## src/rtl/fast_mbox_pkg.sv

```systemverilog
package fast_mbox_pkg;
  parameter int SLOTS = 8;

  typedef struct packed {
    logic [SLOTS-1:0] slotWr;
    logic [SLOTS-1:0] slotRd;
    logic             enWr;
    logic             enRd;
    logic             clrWr;
    logic             statRd;
  } mbox_strobe_t;
endpackage

```

## src/rtl/fast_mbox_ctrl.sv

```systemverilog
module fast_mbox_ctrl
  import fast_mbox_pkg::*;
#(
  parameter int              ADDR_W    = 8,
  parameter logic [ADDR_W-1:0] SLOT_BASE = 8'h8C,
  parameter logic [ADDR_W-1:0] EN_ADDR   = 8'hC0,
  parameter logic [ADDR_W-1:0] CLR_ADDR  = 8'hC4,
  parameter logic [ADDR_W-1:0] STAT_ADDR = 8'hC8
) (
  input  logic [ADDR_W-1:0] addr,
  input  logic              wrEn,
  output mbox_strobe_t      strobe
);
  logic [SLOTS-1:0] slotHit;

  for (genvar k = 0; k < SLOTS; k++) begin : g_dec
    localparam logic [ADDR_W-1:0] SLOT_ADDR = SLOT_BASE + ADDR_W'(k * 4);
    assign slotHit[k] = (addr == SLOT_ADDR);
  end

  always_comb begin
    strobe.slotWr = wrEn ? slotHit : '0;
    strobe.slotRd = slotHit;
    strobe.enWr   = wrEn && (addr == EN_ADDR);
    strobe.enRd   = (addr == EN_ADDR);
    strobe.clrWr  = wrEn && (addr == CLR_ADDR);
    strobe.statRd = (addr == STAT_ADDR);
  end
endmodule

```

## src/rtl/fast_mbox_dp.sv

```systemverilog
module fast_mbox_dp
  import fast_mbox_pkg::*;
#(
  parameter int DATA_W  = 32,
  parameter int BIT_OFS = 9
) (
  input  logic              clk,
  input  logic              rstN,
  input  mbox_strobe_t      strobe,
  input  logic [DATA_W-1:0] wrData,
  output logic [DATA_W-1:0] rdData,
  output logic [SLOTS-1:0]  slotStat,
  output logic [SLOTS-1:0]  slotEn,
  output logic              irq
);
  logic [DATA_W-1:0] slotWord [SLOTS];
  logic [SLOTS-1:0]  statNext;

  always_comb begin
    statNext = slotStat;
    if (strobe.clrWr) statNext = statNext & ~wrData[BIT_OFS +: SLOTS];
    statNext = statNext | strobe.slotWr;
  end

  always_ff @(posedge clk or negedge rstN) begin
    if (!rstN) begin
      for (int k = 0; k < SLOTS; k++) slotWord[k] <= '0;
      slotStat <= '0;
      slotEn   <= '0;
    end else begin
      for (int k = 0; k < SLOTS; k++)
        if (strobe.slotWr[k]) slotWord[k] <= wrData;
      slotStat <= statNext;
      if (strobe.enWr) slotEn <= wrData[BIT_OFS +: SLOTS];
    end
  end

  always_comb begin
    rdData = '0;
    for (int k = 0; k < SLOTS; k++)
      if (strobe.slotRd[k]) rdData = slotWord[k];
    if (strobe.enRd)   rdData[BIT_OFS +: SLOTS] = slotEn;
    if (strobe.statRd) rdData[BIT_OFS +: SLOTS] = slotStat;
  end

  assign irq = |(slotStat & slotEn);
endmodule

```

## src/rtl/fast_mbox.sv

```systemverilog
module fast_mbox
  import fast_mbox_pkg::*;
#(
  parameter int                ADDR_W    = 8,
  parameter int                DATA_W    = 32,
  parameter int                BIT_OFS   = 9,
  parameter logic [ADDR_W-1:0] SLOT_BASE = 8'h8C,
  parameter logic [ADDR_W-1:0] EN_ADDR   = 8'hC0,
  parameter logic [ADDR_W-1:0] CLR_ADDR  = 8'hC4,
  parameter logic [ADDR_W-1:0] STAT_ADDR = 8'hC8
) (
  input  logic              clk,
  input  logic              rstN,
  input  logic [ADDR_W-1:0] addr,
  input  logic              wrEn,
  input  logic [DATA_W-1:0] wrData,
  output logic [DATA_W-1:0] rdData,
  output logic              irq
);
  mbox_strobe_t     strobe;
  logic [SLOTS-1:0] slotStat;
  logic [SLOTS-1:0] slotEn;

  fast_mbox_ctrl #(
    .ADDR_W(ADDR_W), .SLOT_BASE(SLOT_BASE), .EN_ADDR(EN_ADDR),
    .CLR_ADDR(CLR_ADDR), .STAT_ADDR(STAT_ADDR)
  ) i_ctrl (
    .addr(addr), .wrEn(wrEn), .strobe(strobe)
  );

  fast_mbox_dp #(.DATA_W(DATA_W), .BIT_OFS(BIT_OFS)) i_dp (
    .clk(clk), .rstN(rstN), .strobe(strobe), .wrData(wrData),
    .rdData(rdData), .slotStat(slotStat), .slotEn(slotEn), .irq(irq)
  );
endmodule

```

## config.mk

```make
export PLATFORM = sky130hd
export DESIGN_NAME = fast_mbox
export DESIGN_NICKNAME = d
export VERILOG_FILES = /design/src/rtl/fast_mbox_pkg.sv /design/src/rtl/fast_mbox_ctrl.sv /design/src/rtl/fast_mbox_dp.sv /design/src/rtl/fast_mbox.sv
export SDC_FILE = /design/constraint.sdc
export NUM_CORES = 1
export LEC_CHECK = 0
export BUFFER_PORTS_ARGS = -buffer_cell sky130_fd_sc_hd__clkbuf_2
export CORE_MARGIN = 3
export CORE_UTILIZATION = 40
export DETAILED_ROUTE_END_ITERATION = 10
export SLEW_MARGIN = 40
export SYNTH_ARGS = -nofsm -noshare
export SYNTH_HDL_FRONTEND = slang
export SYNTH_SLANG_ARGS = --single-unit
export TNS_END_PERCENT = 100
```

## constraint.sdc

```tcl
create_clock -name clk -period 2.4 [get_ports clk]
set_input_delay 0.36 -clock clk [delete_from_list [all_inputs] [get_ports clk]]
set_output_delay 0.36 -clock clk [all_outputs]
set_load 0.005 [all_outputs]
```

==> results of run 1 <==
## cell type report
cell class                 count  share of cell area (%)
inverter                       1                  0.0221
clock inverter                10                   0.751
antenna                        2                  0.0295
sequential                   272                    40.1
timing repair buffer         237                    13.6
multi-input combinational    697                    37.4
clock buffer                  42                    5.22
tap                          402                    2.96
## logic make-up after synthesis
| family | count (synthesis) | synth area share (%) |
|---|---|---|
| AND/OR/NAND/NOR | 158 | 6.65 |
| flip-flops | 272 | 52.6 |
| AO/OA/AOI/OAI | 270 | 13.0 |
| buffers and inverters | 88 | 3.50 |
| multiplexers | 268 | 24.2 |
## registers in the layout, indices dropped and copies added, names as in the netlist
signal,flops
i_dp.slotWord,256
i_dp.slotStat,8
i_dp.slotEn,8
## cell usage after synthesis, types with 2 or more instances
| library cell | count |
|---|---|
| nand2_4 | 2 |
| o21ai_0 | 65 |
| or3_1 | 6 |
| o2111ai_1 | 3 |
| a31oi_1 | 3 |
| o21ai_1 | 2 |
| a21oi_1 | 74 |
| nor3_1 | 4 |
| buf_6 | 9 |
| or4b_1 | 2 |
| buf_1 | 7 |
| o22ai_1 | 37 |
| mux2_1 | 36 |
| nor2b_1 | 3 |
| nand4_1 | 5 |
| mux2_4 | 30 |
| buf_2 | 41 |
| a2bb2oi_1 | 2 |
| a22o_1 | 4 |
| mux2_2 | 198 |
| nand2_1 | 51 |
| a22oi_1 | 30 |
| nand3_1 | 9 |
| dfrtp_1 | 272 |
| nor2_1 | 55 |
| o2bb2ai_1 | 30 |
| o211ai_1 | 3 |
| mux2i_1 | 3 |
| clkbuf_1 | 29 |
| o31ai_1 | 10 |
| nand4bb_1 | 3 |
## per-stage QoR
step / instance area, um^2 / power [uW] / setup WS (ns) / utilization, %
after floorplan: 12900 / 5340 / 0.202 / -
after global placement: 14700 / 5690 / -0.196 / 46.4
after detailed placement: 14700 / 5720 / -0.181 / 46.4
after CTS: 16300 / 10500 / -0.00371 / 51.4
after global routing: 17000 / 10900 / -0.0674 / 53.6
final: 17000 / 10500 / -0.0269 / 53.6
## cells in the final DEF (no fill, tap or decap), drive strengths merged, types with 2 or more instances in the layout
master,netlist,layout
nand3,10,10
nand2,53,53
clkinv,0,6
nor3,5,5
mux2,264,264
and4bb,2,2
a22oi,30,30
o22ai,37,37
nor4,2,2
nor2,57,57
a2bb2oi,2,2
clkbuf,29,97
a31oi,3,3
diode,0,2
o2111ai,3,3
nand4bb,4,4
a21oi,75,75
nor2b,3,3
o31ai,10,10
o2bb2ai,30,30
nor4b,2,2
buf,58,180
a22o,4,4
or4b,2,2
o21ai,67,67
o211ai,3,3
nand4,5,5
bufinv,0,3
or3,7,8
dfrtp,272,272
mux2i,3,3
## power by group
part	switching [uW]	leakage [uW]	internal, uW	total (uW)
Clock	1880	0.000503	2870	4750
Sequential	128	0.00375	4810	4940
Combinational	426	0.00407	379	805
## final timing paths
kind	start	end	slack, ns	cells after the start
worst max-delay path	addr[3]	rdData[15]	-0.03	7
worst min-delay path	wrData[1]	i_dp.slotWord[33]$_DFFE_PN0P_	0.14	2
worst max register to register	i_dp.slotEn[7]$_DFFE_PN0P_	i_dp.slotEn[7]$_DFFE_PN0P_	1.59	1
worst min register to register	i_dp.slotWord[46]$_DFFE_PN0P_	i_dp.slotWord[46]$_DFFE_PN0P_	0.49	1
max in group asynchronous	rstN	i_dp.slotWord[218]$_DFFE_PN0P_	1.31	3
min in group asynchronous	rstN	i_dp.slotWord[10]$_DFFE_PN0P_	0.38	2
## what timing repair did
| item | in CTS | in global routing |
|---|---|---|
| pin swaps | 33 | 52 |
| gates cloned | 4 | 3 |
| setup endpoints to repair | 31 | 32 |
| endpoints found under the hold margin | 63 | 0 |
| resized for setup | 86 | 151 |
| hold buffers | 1 | 0 |
| buffers inserted | 17 | 15 |
## metal layers
layer	vias to the layer above	track usage (%)	part of all wire [%]
li1	4289	-	-
met2	268	35.2	46
met1	4955	31.5	46
met5	-	0	0
met3	72	3.05	5.1
met4	0	6.64	2.9
==> flow_summary.json, run 1 <==
{
  "grt_use_total_pct": 22.1,
  "io_buffer_count": 75,
  "cts_tree": "done",
  "cts_num_sinks": 272,
  "ys.flop_type": "dfrtp_1",
  "dieArea_mm2": 0.0345,
  "path_cells": "buf_8, or4b_4, clkbuf_16, or3_1, a21oi_2, o22ai_2, clkbuf_2",
  "routed_wl_um": 38600,
  "whs_ns": 0.136,
  "initial_core_util_pct": 40.8,
  "cap_violations": 0,
  "p_leak_uw": 0.00832,
  "cp_top_family": "simple AND/OR/NAND/NOR gates",
  "clk_latency_ns": 0.55,
  "drtAntennaViolNets": 0,
  "cp.required_ns": 2.04,
  "core_area_mm2": 0.0317,
  "dp_hpwl_um": 24300,
  "ys_ff_latch": 272,
  "first_pass_iters": 5,
  "cts_inserted_buffers": 30,
  "fmax_mhz": 412,
  "drcViolationCount": 0,
  "path_clk_slew_ns": 0.06,
  "synthCells": 1056,
  "synth_area_mm2": 0.0129,
  "register_area_mm2": 0.00681,
  "multi_input_area_mm2": 0.00635,
  "hold_viol_final": 0,
  "setup_tns_ns": -0.0269,
  "slowest_delay_ns": 0.62,
  "finalSetupViolCount": 1,
  "status": "complete, but fails checks",
  "ctsHtreeMaxLevel": 1,
  "violations": "negative setup slack",
  "ys_types": 59,
  "slew_viol_final": 0,
  "areaGrowthSynthToFinish_pct": 31.3,
  "hp-class": "in -> reg",
  "fin_skew_ns": 0,
  "relSlewSlack_pct": 58.9,
  "grt_max_degree": 72,
  "layout.cells.non_filler": 1663,
  "fin_ws_ns": -0.0269,
  "synth_nets": 1099,
  "pwr_density_cell_mw_per_mm2": 617,
  "place_inst": 1571,
  "tightest_slew_ns": 0.616,
  "worstPathArrival_ns": 2.07,
  "ys_top_cells_by_area": "dfrtp_1, mux2_2, mux2_4",
  "cp_slowest_cell": "or4b_4",
  "cp-start-kind": "input port",
  "path_max_fanout": 9,
  "fp.dieH_um": 186,
  "yosysWarnings": 0,
  "yosysTopAreaCell": "dfrtp_1",
  "synth_edf_count": 0,
  "vdd_drop_max_uv": 569,
  "nNetsFinal": 1282,
  "io_pins": 76,
  "fp-row-count": 65,
  "fin_crit_ns": 2.43,
  "drive_above_1_share_pct": 51.4,
  "first_global_vias": 9745,
  "synthDominantCellAreaShare_pct": 52.6,
  "via_count": 9584,
  "place_congestion": 0.847,
  "wire_per_inst_um": 23.2,
  "grt_pass1_wl_um": 58900,
  "ys_seq_area_share_pct": 52.6,
  "antenna_found_initial": 1,
  "fp.dieW_um": 186,
  "post-route-period-util_pct": 101,
  "via_per_inst": 5.76,
  "end_kind": "output port",
  "drt_iter0_drc": 648,
  "critical_path_class": "in -> out",
  "clockBufferDepth": 3,
  "postSynthAreaPerCell_um2": 12.3,
  "crit_buf_inv": 3,
  "async_flop_share_pct": 100,
  "cts_root_buffer": "clkbuf_16",
  "nFillCells": 2715,
  "rsz0062_at_grt": "true",
  "gr-total-overflow": 0
}
(Power assumes the default switching activity.)
==> run 2: changes to the inputs <==
- clock period: 2.4 -> 2.5 ns (I/O delays scaled with it)
==> flow_summary.json, run 2 (synthesized netlist as in run 1, its figures left out) <==
{
  "io_pins": 76,
  "cts_inserted_buffers": 34,
  "via_count": 9422,
  "dieArea_mm2": 0.0345,
  "drt_iter0_drc": 625,
  "relSlewSlack_pct": 56.4,
  "fin_crit_ns": 2.48,
  "core_area_mm2": 0.0317,
  "post-route-period-util_pct": 99.2,
  "rrSetupSlack_ns": 1.66,
  "rsz0062_at_grt": "true",
  "wire_per_inst_um": 22.4,
  "whs_ns": 0.185,
  "most-common-layout-cells": "dfrtp_1, mux2_2, buf_4",
  "initial_core_util_pct": 40.8,
  "clockBufferDepth": 3,
  "p_leak_uw": 0.00793,
  "cts_num_sinks": 272,
  "nNetsFinal": 1253,
  "cts_tree": "done",
  "hold_viol_final": 0,
  "tightest_slew_ns": 0.653,
  "fmax_mhz": 403,
  "antenna_found_initial": 2,
  "cp-start-kind": "input port",
  "grt_max_degree": 74,
  "fin_skew_ns": 0,
  "status": "finished, final reports clean",
  "areaGrowthSynthToFinish_pct": 25.2,
  "fin_ws_ns": 0.0211,
  "critical_path_class": "in -> out",
  "largest_reg_flops": 256,
  "finalSetupViolCount": 0,
  "fp.dieH_um": 186,
  "fp.dieW_um": 186,
  "cap_violations": 0,
  "grt_use_total_pct": 21.0,
  "worstPathArrival_ns": 2.10,
  "end_kind": "output port",
  "fp-row-count": 65,
  "slew_viol_final": 0,
  "top_regs": "i_dp.slotWord (256), i_dp.slotEn (8), i_dp.slotStat (8)",
  "path_max_fanout": 30,
  "drcViolationCount": 0,
  "io_buffer_count": 75,
  "gr-total-overflow": 0,
  "cts_root_buffer": "clkbuf_16",
  "path_clk_slew_ns": 0.05,
  "first_pass_iters": 5,
  "place_congestion": 0.791,
  "pwr_density_cell_mw_per_mm2": 625,
  "dp_hpwl_um": 23700,
  "cp.required_ns": 2.12,
  "routed_wl_um": 36700,
  "via_per_inst": 5.76,
  "antenna_cells": 0,
  "drtAntennaViolNets": 0,
  "grt_pass1_wl_um": 56000,
  "final_util_pct": 51.1,
  "vdd_drop_max_uv": 552,
  "ctsHtreeMaxLevel": 2,
  "first_global_vias": 9382,
  "hp-class": "in -> reg",
  "place_ws_ns": -0.229,
  "top_register": "i_dp.slotWord",
  "final_common_cell": "dfrtp_1",
  "clk_latency_ns": 0.50,
  "drive_above_1_share_pct": 44.5
}
[run 2: cell types whose count changed in the layout (fill, tap and decap cells not counted), sizes merged, moves of 2 or more]
cell / delta
diode: -2
inv: +2
clkinv: +2
buf: -42
bufinv: -2
clkbuf: +18
[run 2: power by group]
part | switching (uW) | internal, uW
Clock | 1870 | 2800
Combinational | 384 | 330
Sequential | 115 | 4620
[run 2: area by class of cell]
class                           instances  area, um^2
Tap cell                              402         503
Inverter                                1        3.75
Multi-Input combinational cell        696        6010
Fill cell                            2788       15500
Sequential cell                       272        6810
Clock inverter                         11         103
Timing Repair Buffer                  205        1810
Clock buffer                           49         967
[run 2: metal layers]
layer / up-vias / global-route usage [%] / wire length, um
met5: - / 0 / 27
met4: 4 / 4.62 / 722
met3: 60 / 2.85 / 1880
met2: 255 / 34.3 / 17100
met1: 4884 / 30.2 / 17000
li1: 4219 / - / -
[run 2: what timing repair did]
item                                    CTS  global route
buffers inserted                          5             8
cloned                                    0             3
pin swaps                                 2            21
resized for setup                        18            85
endpoints found under the setup margin   31            31
hold endpoints to repair                 68             0
hold buffers                              1             0
[run 2: critical path, cell delays in order]
cell and delay (ns):
clkbuf_2 0.15, or4b_4 0.57, buf_12 0.19, or3_1 0.34, a21oi_2 0.19, o22ai_2 0.13, clkbuf_2 0.14
[run 2: per-stage QoR]
step | cell area (um^2) | TNS (ns) | instances | total power, uW
after CTS | 15700 | -0.0161 | 1626 | 10200
after global routing | 16200 | -0.123 | 1636 | 10500
after floorplan | 12900 | 0 | 1056 | 5120
final | 16200 | 0 | 1636 | 10100
after global placement | 14500 | -0.891 | 1560 | 5460
after detailed placement | 14500 | -1.91 | 1560 | 5480
[run 2: worst paths after layout]
path / start / end / cells after the start
worst max register to register: i_dp.slotWord[228]$_DFFE_PN0P_ / i_dp.slotWord[228]$_DFFE_PN0P_ / 1
worst min-delay path: wrData[1] / i_dp.slotWord[33]$_DFFE_PN0P_ / 2
min in group asynchronous: rstN / i_dp.slotWord[10]$_DFFE_PN0P_ / 2
worst max-delay path: addr[3] / rdData[15] / 7
max in group asynchronous: rstN / i_dp.slotWord[60]$_DFFE_PN0P_ / 3
worst min register to register: i_dp.slotWord[46]$_DFFE_PN0P_ / i_dp.slotWord[46]$_DFFE_PN0P_ / 1
==> run 3: changes to the inputs <==
--- a/config.mk
+++ b/config.mk
@@ -7,7 +7,8 @@
 export LEC_CHECK = 0
 export BUFFER_PORTS_ARGS = -buffer_cell sky130_fd_sc_hd__clkbuf_2
-export CORE_MARGIN = 3
+export CORE_MARGIN = 2
 export CORE_UTILIZATION = 40
 export DETAILED_ROUTE_END_ITERATION = 10
+export PLACE_DENSITY = 0.64
 export SLEW_MARGIN = 40
 export SYNTH_ARGS = -nofsm -noshare
==> constraint.sdc (replaced) <==
create_clock -name clk -period 2.5 [get_ports clk]
set_input_delay 0.375 -clock clk [delete_from_list [all_inputs] [get_ports clk]]
set_output_delay 0.375 -clock clk [all_outputs]
set_load 0.1 [all_outputs]
==> flow_summary.json, run 3 (synthesized netlist as in run 1, its figures left out) <==
{
  "worstPathArrival_ns": 2.16,
  "cp_top_family": "simple AND/OR/NAND/NOR gates",
  "slew_viol_final": 0,
  "io_buffer_count": 75,
  "cap_violations": 0,
  "fin_skew_ns": 0,
  "finalSetupViolCount": 10,
  "setup_tns_ns": -0.101,
  "relSlewSlack_pct": 55.8,
  "dieArea_mm2": 0.0338,
  "final_util_pct": 55.1,
  "rsz0062_at_grt": "true",
  "clockBufferDepth": 3,
  "fin_ws_ns": -0.0334,
  "pwr_density_cell_mw_per_mm2": 580,
  "fp.dieH_um": 184,
  "fp-row-count": 65,
  "sw_frac_of_total_pct": 23.8,
  "cp_slowest_cell": "or3_4",
  "first_global_vias": 9646,
  "dp_hpwl_um": 23100,
  "hold_viol_final": 0,
  "slowest_delay_ns": 0.52,
  "io_pins": 76,
  "top_register": "i_dp.slotWord",
  "p_int_uw": 7730,
  "largest_reg_flops": 256,
  "wire_per_inst_um": 23.2,
  "final_common_cell": "dfrtp_1",
  "clockPowerShare_pct": 45.3,
  "place_congestion": 0.786,
  "cts_num_sinks": 272,
  "cp-start-kind": "input port",
  "crit_buf_inv": 3,
  "drive_above_1_share_pct": 50.9,
  "first_pass_iters": 4,
  "power.switching_uw": 2410,
  "via_per_inst": 5.79,
  "routed_wl_um": 37700,
  "path_max_fanout": 7,
  "rrSetupSlack_ns": 1.67,
  "drt_iter0_drc": 629,
  "drtAntennaViolNets": 0,
  "drcViolationCount": 0,
  "p_leak_uw": 0.00823,
  "cp.required_ns": 2.12,
  "fmax_mhz": 395,
  "path_cells": "buf_6, nand4bb_4, or3_4, buf_12, o2bb2ai_4, a21oi_4, o31ai_4, buf_12",
  "post-route-period-util_pct": 101,
  "pwr-share-seq_pct": 46.7,
  "fp.dieW_um": 184,
  "grt_max_degree": 73,
  "ctsHtreeMaxLevel": 1,
  "cts_tree": "done",
  "gr-total-overflow": 0,
  "cts_root_buffer": "clkbuf_16",
  "nNetsFinal": 1243,
  "cts_inserted_buffers": 30,
  "initial_core_util_pct": 40.8,
  "path_clk_slew_ns": 0.06,
  "status": "complete, but fails checks",
  "end_kind": "output port",
  "tightest_slew_ns": 0.663,
  "antenna_cells": 0,
  "grt_use_total_pct": 22.1,
  "clk_latency_ns": 0.56,
  "core_area_mm2": 0.0317,
  "areaGrowthSynthToFinish_pct": 35.1,
  "antenna_found_initial": 1,
  "critical_path_class": "in -> out",
  "vdd_drop_max_uv": 590,
  "via_count": 9405,
  "fin_crit_ns": 2.53,
  "comb_power_share_pct": 8.0,
  "hp-class": "in -> reg",
  "top_regs": "i_dp.slotWord (256), i_dp.slotEn (8), i_dp.slotStat (8)",
  "violations": "negative setup slack",
  "crit_path_frequent_cell": "buf_12",
  "most-common-layout-cells": "dfrtp_1, mux2_2, buf_4",
  "grt_pass1_wl_um": 57800
}
[run 3: power by group through the flow]
stage               Sequential, uW  Clock [uW]  Combinational, uW
global route                  4760        4860                881
CTS                           4730        4660                779
global placement              4790           0                741
finish                        4740        4590                811
detailed placement            4800           0                758
floorplan                     4770           0                415
[run 3: what timing repair did]
action                                  CTS  global route
endpoints found under the setup margin   30            32
buffers inserted                          8            10
pin swaps                                 5            29
gates resized for setup                  44           111
endpoints found under the hold margin    66             0
gates cloned                              2             5
hold buffers                              1             0
[run 3: worst paths after layout]
check	startpoint	end	cells past startpoint
worst max-delay path	addr[5]	rdData[26]	8
worst min-delay path	wrData[1]	i_dp.slotWord[33]$_DFFE_PN0P_	2
worst max register to register	i_dp.slotWord[47]$_DFFE_PN0P_	i_dp.slotWord[47]$_DFFE_PN0P_	1
worst min register to register	i_dp.slotWord[41]$_DFFE_PN0P_	i_dp.slotWord[41]$_DFFE_PN0P_	1
max in group asynchronous	rstN	i_dp.slotWord[84]$_DFFE_PN0P_	3
min in group asynchronous	rstN	i_dp.slotWord[80]$_DFFE_PN0P_	2
[run 3: area by class of cell]
cell class / count / area (um^2)
sequential: 272 / 6810
multi-input combinational: 697 / 6770
fill: 2589 / 14200
timing repair buffer: 198 / 2370
inverter: 1 / 3.75
clock inverter: 11 / 154
tap: 402 / 503
clock buffer: 44 / 883
[run 3: per-stage QoR]
step	total power (uW)	hold slack (ns)	area, um^2	setup slack, ns	std cells
4_1_cts	10200	0.128	16800	-0.0287	1612
3_3_place_gp	5540	0.413	15500	-0.156	1546
3_5_place_dp	5560	0.416	15500	-0.185	1546
2_1_floorplan	5190	0.0794	13400	-0.319	1056
5_1_grt	10500	0.156	17500	-0.0583	1625
6_report	10100	0.149	17500	-0.0334	1625
[run 3: metal layers]
layer | track usage, % | share of wire (%) | vias to the layer above
li1 | - | - | 4217
met1 | 30.7 | 44 | 4925
met2 | 37.0 | 49 | 199
met3 | 2.60 | 3.9 | 62
met4 | 5.41 | 2.3 | 2
met5 | 0 | 0.034 | -
